## src/rtl/sbank_pkg.sv

```systemverilog
package sbank_pkg;

    localparam int unsigned LOAD_BITS = 5;
    localparam int unsigned LOAD_CW   = $clog2(LOAD_BITS);

    typedef enum logic [1:0] {
        MIR_ONE_LO = 2'd0,
        MIR_ONE_HI = 2'd1,
        MIR_VERT   = 2'd2,
        MIR_HORZ   = 2'd3
    } mirror_e;

    typedef enum logic [1:0] {
        TGT_CTRL = 2'd0,
        TGT_CHR0 = 2'd1,
        TGT_CHR1 = 2'd2,
        TGT_PRG  = 2'd3
    } target_e;

    typedef enum logic [1:0] {
        LAY_WIDE0 = 2'd0,
        LAY_WIDE1 = 2'd1,
        LAY_FIXLO = 2'd2,
        LAY_FIXHI = 2'd3
    } layout_e;

    typedef struct packed {
        logic    chr_4k;
        layout_e layout;
        mirror_e mirror;
    } ctrl_t;

    typedef struct packed {
        logic       ram_en;
        logic [3:0] bank;
    } prg_reg_t;

    typedef struct packed {
        logic                 valid;
        target_e              target;
        logic [LOAD_BITS-1:0] value;
    } commit_t;

    localparam ctrl_t CTRL_RESET = '{chr_4k: 1'b0, layout: LAY_FIXHI, mirror: MIR_ONE_LO};

    function automatic logic in_reg_window(input logic [15:0] a);
        return a[15];
    endfunction

    function automatic logic in_ram_window(input logic [15:0] a);
        return a[15:13] == 3'b011;
    endfunction

    function automatic target_e decode_target(input logic [15:0] a);
        return target_e'(a[14:13]);
    endfunction

endpackage

```

## src/rtl/sbank_loader.sv

```systemverilog
module sbank_loader
    import sbank_pkg::*;
(
    input  logic               clk,
    input  logic               rst,
    input  logic               wr_en,
    input  logic [15:0]        wr_addr,
    input  logic               bit_in,
    input  logic               cancel,
    output commit_t            commit,
    output logic               force_layout,
    output logic [LOAD_CW-1:0] load_cnt
);

    localparam logic [LOAD_CW-1:0] LAST = LOAD_CW'(LOAD_BITS - 1);

    logic [LOAD_BITS-1:0] sr_q;
    logic [LOAD_BITS-1:0] sr_next;
    logic [LOAD_CW-1:0]   cnt_q;
    logic                 hit;

    assign hit     = wr_en && in_reg_window(wr_addr);
    assign sr_next = {bit_in, sr_q[LOAD_BITS-1:1]};

    always_ff @(posedge clk) begin
        if (rst) begin
            sr_q  <= '0;
            cnt_q <= '0;
        end else if (hit) begin
            if (cancel || cnt_q == LAST) begin
                sr_q  <= '0;
                cnt_q <= '0;
            end else begin
                sr_q  <= sr_next;
                cnt_q <= cnt_q + 1'b1;
            end
        end
    end

    always_comb begin
        commit.valid  = hit && !cancel && (cnt_q == LAST);
        commit.target = decode_target(wr_addr);
        commit.value  = sr_next;
    end

    assign force_layout = hit && cancel;
    assign load_cnt     = cnt_q;

endmodule

```

## src/rtl/sbank_regfile.sv

```systemverilog
module sbank_regfile
    import sbank_pkg::*;
(
    input  logic                 clk,
    input  logic                 rst,
    input  commit_t              commit,
    input  logic                 force_layout,
    output ctrl_t                ctrl_q,
    output logic [LOAD_BITS-1:0] chr_lo_q,
    output logic [LOAD_BITS-1:0] chr_hi_q,
    output prg_reg_t             prg_q
);

    logic [LOAD_BITS-1:0] pair_base;

    assign pair_base = {commit.value[LOAD_BITS-1:1], 1'b0};

    always_ff @(posedge clk) begin
        if (rst) begin
            ctrl_q   <= CTRL_RESET;
            chr_lo_q <= '0;
            chr_hi_q <= '0;
            prg_q    <= '0;
        end else begin
            if (force_layout) begin
                ctrl_q.layout <= LAY_FIXHI;
            end
            if (commit.valid) begin
                unique case (commit.target)
                    TGT_CTRL: ctrl_q <= ctrl_t'(commit.value);
                    TGT_CHR0: begin
                        if (ctrl_q.chr_4k) begin
                            chr_lo_q <= commit.value;
                        end else begin
                            chr_lo_q <= pair_base;
                            chr_hi_q <= pair_base | LOAD_BITS'(1);
                        end
                    end
                    TGT_CHR1: begin
                        if (ctrl_q.chr_4k) begin
                            chr_hi_q <= commit.value;
                        end
                    end
                    TGT_PRG:  prg_q <= prg_reg_t'(commit.value);
                    default:  ;
                endcase
            end
        end
    end

endmodule

```

## src/rtl/sbank_prg_map.sv

```systemverilog
module sbank_prg_map
    import sbank_pkg::*;
#(
    parameter int unsigned PRG_BANKS = 8,
    localparam int unsigned PRG_BW  = (PRG_BANKS > 1) ? $clog2(PRG_BANKS) : 1,
    localparam int unsigned PRG_AW  = PRG_BW + 14
)(
    input  layout_e           layout,
    input  prg_reg_t          prg,
    input  logic [15:0]       cpu_addr,
    output logic              rom_cs,
    output logic [PRG_AW-1:0] rom_addr,
    output logic              ram_cs,
    output logic [12:0]       ram_addr
);

    localparam int unsigned LAST_BANK = PRG_BANKS - 1;

    int unsigned      raw_bank;
    logic [PRG_BW-1:0] bank;
    logic             upper;

    assign upper = cpu_addr[14];

    always_comb begin
        unique case (layout)
            LAY_WIDE0, LAY_WIDE1:
                raw_bank = 32'({prg.bank[3:1], 1'b0}) + 32'(upper);
            LAY_FIXLO:
                raw_bank = upper ? 32'(prg.bank) : 32'd0;
            LAY_FIXHI:
                raw_bank = upper ? LAST_BANK : 32'(prg.bank);
            default:
                raw_bank = 32'd0;
        endcase
        bank = PRG_BW'(raw_bank % PRG_BANKS);
    end

    assign rom_cs   = cpu_addr[15];
    assign rom_addr = {bank, cpu_addr[13:0]};
    assign ram_cs   = in_ram_window(cpu_addr) && prg.ram_en;
    assign ram_addr = cpu_addr[12:0];

endmodule

```

## src/rtl/sbank_chr_map.sv

```systemverilog
module sbank_chr_map
    import sbank_pkg::*;
#(
    parameter int unsigned CHR_BANKS = 32,
    localparam int unsigned CHR_BW  = (CHR_BANKS > 1) ? $clog2(CHR_BANKS) : 1,
    localparam int unsigned CHR_AW  = CHR_BW + 12
)(
    input  logic [LOAD_BITS-1:0] chr_lo,
    input  logic [LOAD_BITS-1:0] chr_hi,
    input  logic [12:0]          ppu_addr,
    output logic [CHR_AW-1:0]    chr_addr
);

    logic [LOAD_BITS-1:0] win_reg  [2];
    logic [CHR_BW-1:0]    win_bank [2];

    assign win_reg[0] = chr_lo;
    assign win_reg[1] = chr_hi;

    for (genvar w = 0; w < 2; w++) begin : g_win
        assign win_bank[w] = CHR_BW'(32'(win_reg[w]) % CHR_BANKS);
    end

    assign chr_addr = {win_bank[ppu_addr[12]], ppu_addr[11:0]};

endmodule

```

## src/rtl/sbank_mapper.sv

```systemverilog
module sbank_mapper
    import sbank_pkg::*;
#(
    parameter int unsigned PRG_BANKS = 8,
    parameter int unsigned CHR_BANKS = 32,
    localparam int unsigned PRG_BW  = (PRG_BANKS > 1) ? $clog2(PRG_BANKS) : 1,
    localparam int unsigned CHR_BW  = (CHR_BANKS > 1) ? $clog2(CHR_BANKS) : 1,
    localparam int unsigned PRG_AW  = PRG_BW + 14,
    localparam int unsigned CHR_AW  = CHR_BW + 12
)(
    input  logic              clk,
    input  logic              rst,
    input  logic              wr_en,
    input  logic [15:0]       wr_addr,
    input  logic [7:0]        wr_data,
    input  logic [15:0]       cpu_addr,
    input  logic [12:0]       ppu_addr,
    output logic              prg_rom_cs,
    output logic [PRG_AW-1:0] prg_rom_addr,
    output logic              prg_ram_cs,
    output logic [12:0]       prg_ram_addr,
    output logic [CHR_AW-1:0] chr_addr,
    output logic [1:0]        mirror_mode
);

    commit_t              commit;
    logic                 force_layout;
    logic [LOAD_CW-1:0]   load_cnt;
    ctrl_t                ctrl_q;
    logic [LOAD_BITS-1:0] chr_lo_q;
    logic [LOAD_BITS-1:0] chr_hi_q;
    prg_reg_t             prg_q;
    logic                 wr_unused;

    assign wr_unused = ^{wr_addr[12:0], wr_data[6:1]};

    sbank_loader u_loader (
        .clk          (clk),
        .rst          (rst),
        .wr_en        (wr_en),
        .wr_addr      (wr_addr),
        .bit_in       (wr_data[0]),
        .cancel       (wr_data[7]),
        .commit       (commit),
        .force_layout (force_layout),
        .load_cnt     (load_cnt)
    );

    sbank_regfile u_regs (
        .clk          (clk),
        .rst          (rst),
        .commit       (commit),
        .force_layout (force_layout),
        .ctrl_q       (ctrl_q),
        .chr_lo_q     (chr_lo_q),
        .chr_hi_q     (chr_hi_q),
        .prg_q        (prg_q)
    );

    sbank_prg_map #(.PRG_BANKS(PRG_BANKS)) u_prg (
        .layout   (ctrl_q.layout),
        .prg      (prg_q),
        .cpu_addr (cpu_addr),
        .rom_cs   (prg_rom_cs),
        .rom_addr (prg_rom_addr),
        .ram_cs   (prg_ram_cs),
        .ram_addr (prg_ram_addr)
    );

    sbank_chr_map #(.CHR_BANKS(CHR_BANKS)) u_chr (
        .chr_lo   (chr_lo_q),
        .chr_hi   (chr_hi_q),
        .ppu_addr (ppu_addr),
        .chr_addr (chr_addr)
    );

    assign mirror_mode = ctrl_q.mirror;

endmodule

```

## config.mk

```make
export PLATFORM = sky130hd
export DESIGN_NAME = sbank_mapper
export DESIGN_NICKNAME = d
export VERILOG_FILES = /design/src/rtl/sbank_pkg.sv /design/src/rtl/sbank_loader.sv /design/src/rtl/sbank_regfile.sv /design/src/rtl/sbank_prg_map.sv /design/src/rtl/sbank_chr_map.sv /design/src/rtl/sbank_mapper.sv
export SDC_FILE = /design/constraint.sdc
export NUM_CORES = 1
export LEC_CHECK = 0
export BUFFER_PORTS_ARGS = -buffer_cell sky130_fd_sc_hd__buf_2
export CORE_AREA = 2 2 63 65
export CTS_CLUSTER_SIZE = 14
export DETAILED_ROUTE_END_ITERATION = 6
export DIE_AREA = 0 0 65 67
export GPL_TIMING_DRIVEN = 0
export PLACE_DENSITY = 0.88
export SLEW_MARGIN = 15
export SYNTH_ARGS = -nofsm -noshare
export SYNTH_HDL_FRONTEND = slang
export SYNTH_SLANG_ARGS = --single-unit
```

## constraint.sdc

```tcl
create_clock -name clk -period 3.9 [get_ports clk]
set_input_delay 0.195 -clock clk [delete_from_list [all_inputs] [get_ports clk]]
set_output_delay 0.195 -clock clk [all_outputs]
set_load 0.01 [all_outputs]
```

==> flow_summary.toml <==
[floorplanning]
die_w_um = 65
die-area_sq_um = 4360
core_area_sq_um = 3610
num_rows = 22
die_y_um = 67
pin_count = 107
start_util_pct = 44.5

[drt]
num_vias = 1395
drc = 0
dr.pass1.iters = 4
wl_per_cell_um = 11.2
viasPerCell = 4.74
ant_nets = 0
wl_um = 3300
drt_first_iter_violations = 28

[power_and_ir_drop]
clockPowerShare_pct = 32.1
ir_worst_vdd_v = 0.000136
p_int_uw = 408
p_switching_uw = 127
power_frac_seq_pct = 49.9
p_leak_uw = 0.00105
p_per_area_nw_per_um2 = 264
swShare_pct = 23.8
p_comb_share_pct = 18.1

[worst_setup_path]
crit_slowest_cell = "dfxtp_1"
r2r_slack_ns = 2.40
slowest_delay_ns = 0.36
crit_path_start_kind = "flop"
ff2ff_path_depth = 6
crit_type = "reg2reg"
r2r_end = "u_regs.chr_lo_q[0]"
cp.arrival_ns = 1.68
crit_path_end = "u_regs.chr_lo_q[0]"
r2r-start = "u_loader.load_cnt[0]"
crit_chain = "inv_1, ha_1, and4_4, buf_6, and3_1, a41o_1"
end_kind = "flop"
required_ns = 4.07
cp_max_fo = 8
crit_path_start = "u_loader.load_cnt[0]"

[logic_synthesis]
ys_seq_area_share_pct = 32.4
ys_types = 29
syn_avg_cell_area_sq_um = 8.92
syn-num-nets = 242
synth_cells = 180
synth-seq-cells = 26
ys_warn_count = 0
synth_area_sq_um = 1610

[timing]
whs_ns = 0.224
slew_headroom_pct = 68.1
worst_pin_slew_ns = 0.478
maxSlewViolCount = 0
period_minus_slack_ns = 1.50
fin_tns_setup_ns = 0
rsz0062_at_grt = "no"
skew_ns = 0.00172
fmax_mhz = 665
setup_viol = 0
post-route-period-util_pct = 38.6
finalHoldViolations = 0

[cts]
cts_sinks = 26
clk_path_buf_depth = 2
h-tree-depth = 1
holdBufCountCts = 0
root_buffer = "clkbuf_8"
cts-resized-gates = 0
cts_tree = "built"
cts_made_buffers = 3
path_clk_slew_ns = 0.08
clkLatencyLatePin_ns = 0.27
post_cts_buffers = 0

[run_status]
outcome = "completed"

[placed_design]
dp_hpwl_um = 2590
place_congestion = 0.816
portBuffers = 62

[grt]
antenna_found_initial = 0
grt-ovfl-total = 0
grt_pass1_wl_um = 5350
grt_util_met1_pct = 17.8
grt_pass1_vias = 1260
top_usage_layer = "met2"
grt_max_degree = 15
met3_usage_pct = 3.38
grt_use_met2_pct = 28.5
grt.total_usage_pct = 15.8

[hold_path]
hold_start = "wr_data[0]"
hp-class = "in2reg"

[cells_and_area]
layout_commonest_cell = "buf_2"
mostFrequentLayoutCells = "buf_2, buf_4, dfxtp_1"
nFillCells = 339
nNetsFinal = 309
area_delta_synth_final_pct = 26.5
antenna_cells = 0
drive_gt1_share_pct = 49.2

[flow_run]
cap_violations = 0
## power by group through the flow
stage / sequential [uW] / clock (uW) / combinational (uW)
after global routing: 267 / 188 / 105
after detailed placement: 273 / 0 / 96.8
final: 267 / 172 / 96.7
after global placement: 273 / 0 / 94.8
after floorplan: 273 / 0 / 61.9
after CTS: 267 / 174 / 97.3
## metrics by stage
stage,instances,power [uW],area [sq um],utilization [%],setup slack (ns)
finish,294,535,2030,56.3,2.40
global route,294,560,2030,56.3,2.30
CTS,294,538,2030,56.3,2.39
detailed placement,290,370,1980,54.8,2.42
global placement,290,368,1980,54.8,2.45
floorplan,180,335,1610,-,2.49
## Yosys cell counts, drive strengths merged
cell type   n  area [sq um]
a21oi       8          40.0
clkbuf      4          15.0
nor3        3          15.0
and3        3          23.8
dfxtp      26           521
nand3       3          20.0
a311oi      2          23.8
a41oi       1          8.76
nor2       10          37.5
nand2b      2          12.5
and3b       1          8.76
mux2i      18           180
and4        2          22.5
o21ai       2          10.0
a41o        1          10.0
buf        44           338
nand4       1          12.5
a32oi       5          43.8
ha          6          75.1
mux2        4          45.0
and4b       1          10.0
or4b        1          10.0
inv         8          30.0
nand2      24          92.6
## worst min-delay path by stage
stage / end / slack [ns] / depth (start not counted)
final: u_loader.sr_q[4] / 0.22 / 3
after global routing: u_loader.sr_q[4] / 0.24 / 3
after CTS: u_loader.sr_q[4] / 0.22 / 3
after detailed placement: u_regs.chr_lo_q[4] / 0.45 / 2
after global placement: u_regs.chr_hi_q[1] / 0.44 / 2
after floorplan: u_loader.sr_q[4] / 0.36 / 2
## layout make-up
| cell class | count | area, sq um | share of cell area (%) |
|---|---|---|---|
| Multi-Input combinational cell | 98 | 702 | 34.6 |
| Inverter | 8 | 30.0 | 1.48 |
| Sequential cell | 26 | 520 | 25.6 |
| Tap cell | 48 | 60.1 | 2.96 |
| Clock buffer | 4 | 55.1 | 2.71 |
| Timing Repair Buffer | 62 | 310 | 15.3 |
| Buffer | 48 | 353 | 17.4 |
## per-layer routing
metal  wire [um]  vias up
li1            -      698
met1        1330      633
met2        1670       58
met3         259        6
met4          44        0
met5           0        -
## critical path: cells and delay by family (launching register included)
family	cells	cell delay, ns
flops	1	0.36
compound gates	1	0.24
buf+inv	2	0.20
fa+ha+maj	1	0.23
simple gates	2	0.39
## kinds of logic (layout without fill, tap and decap cells)
group	after synthesis	after routing	share of synthesized area, %
adder cells (fa/ha/maj)	6	6	4.68
AND/OR/NAND/NOR	51	51	16.5
buffers and inverters	56	122	23.8
multiplexers	22	22	14.0
AO/OA/AOI/OAI	19	19	8.50
flip-flops	26	26	32.4
## flip-flops by register name, indices dropped and copies added (netlist names)
name               flops
u_loader.load_cnt      3
u_loader.sr_q          4
u_regs.chr_hi_q        5
u_regs.chr_lo_q        5
u_regs.ctrl_q          5
u_regs.prg_q           4
(Power assumes the default switching activity.)
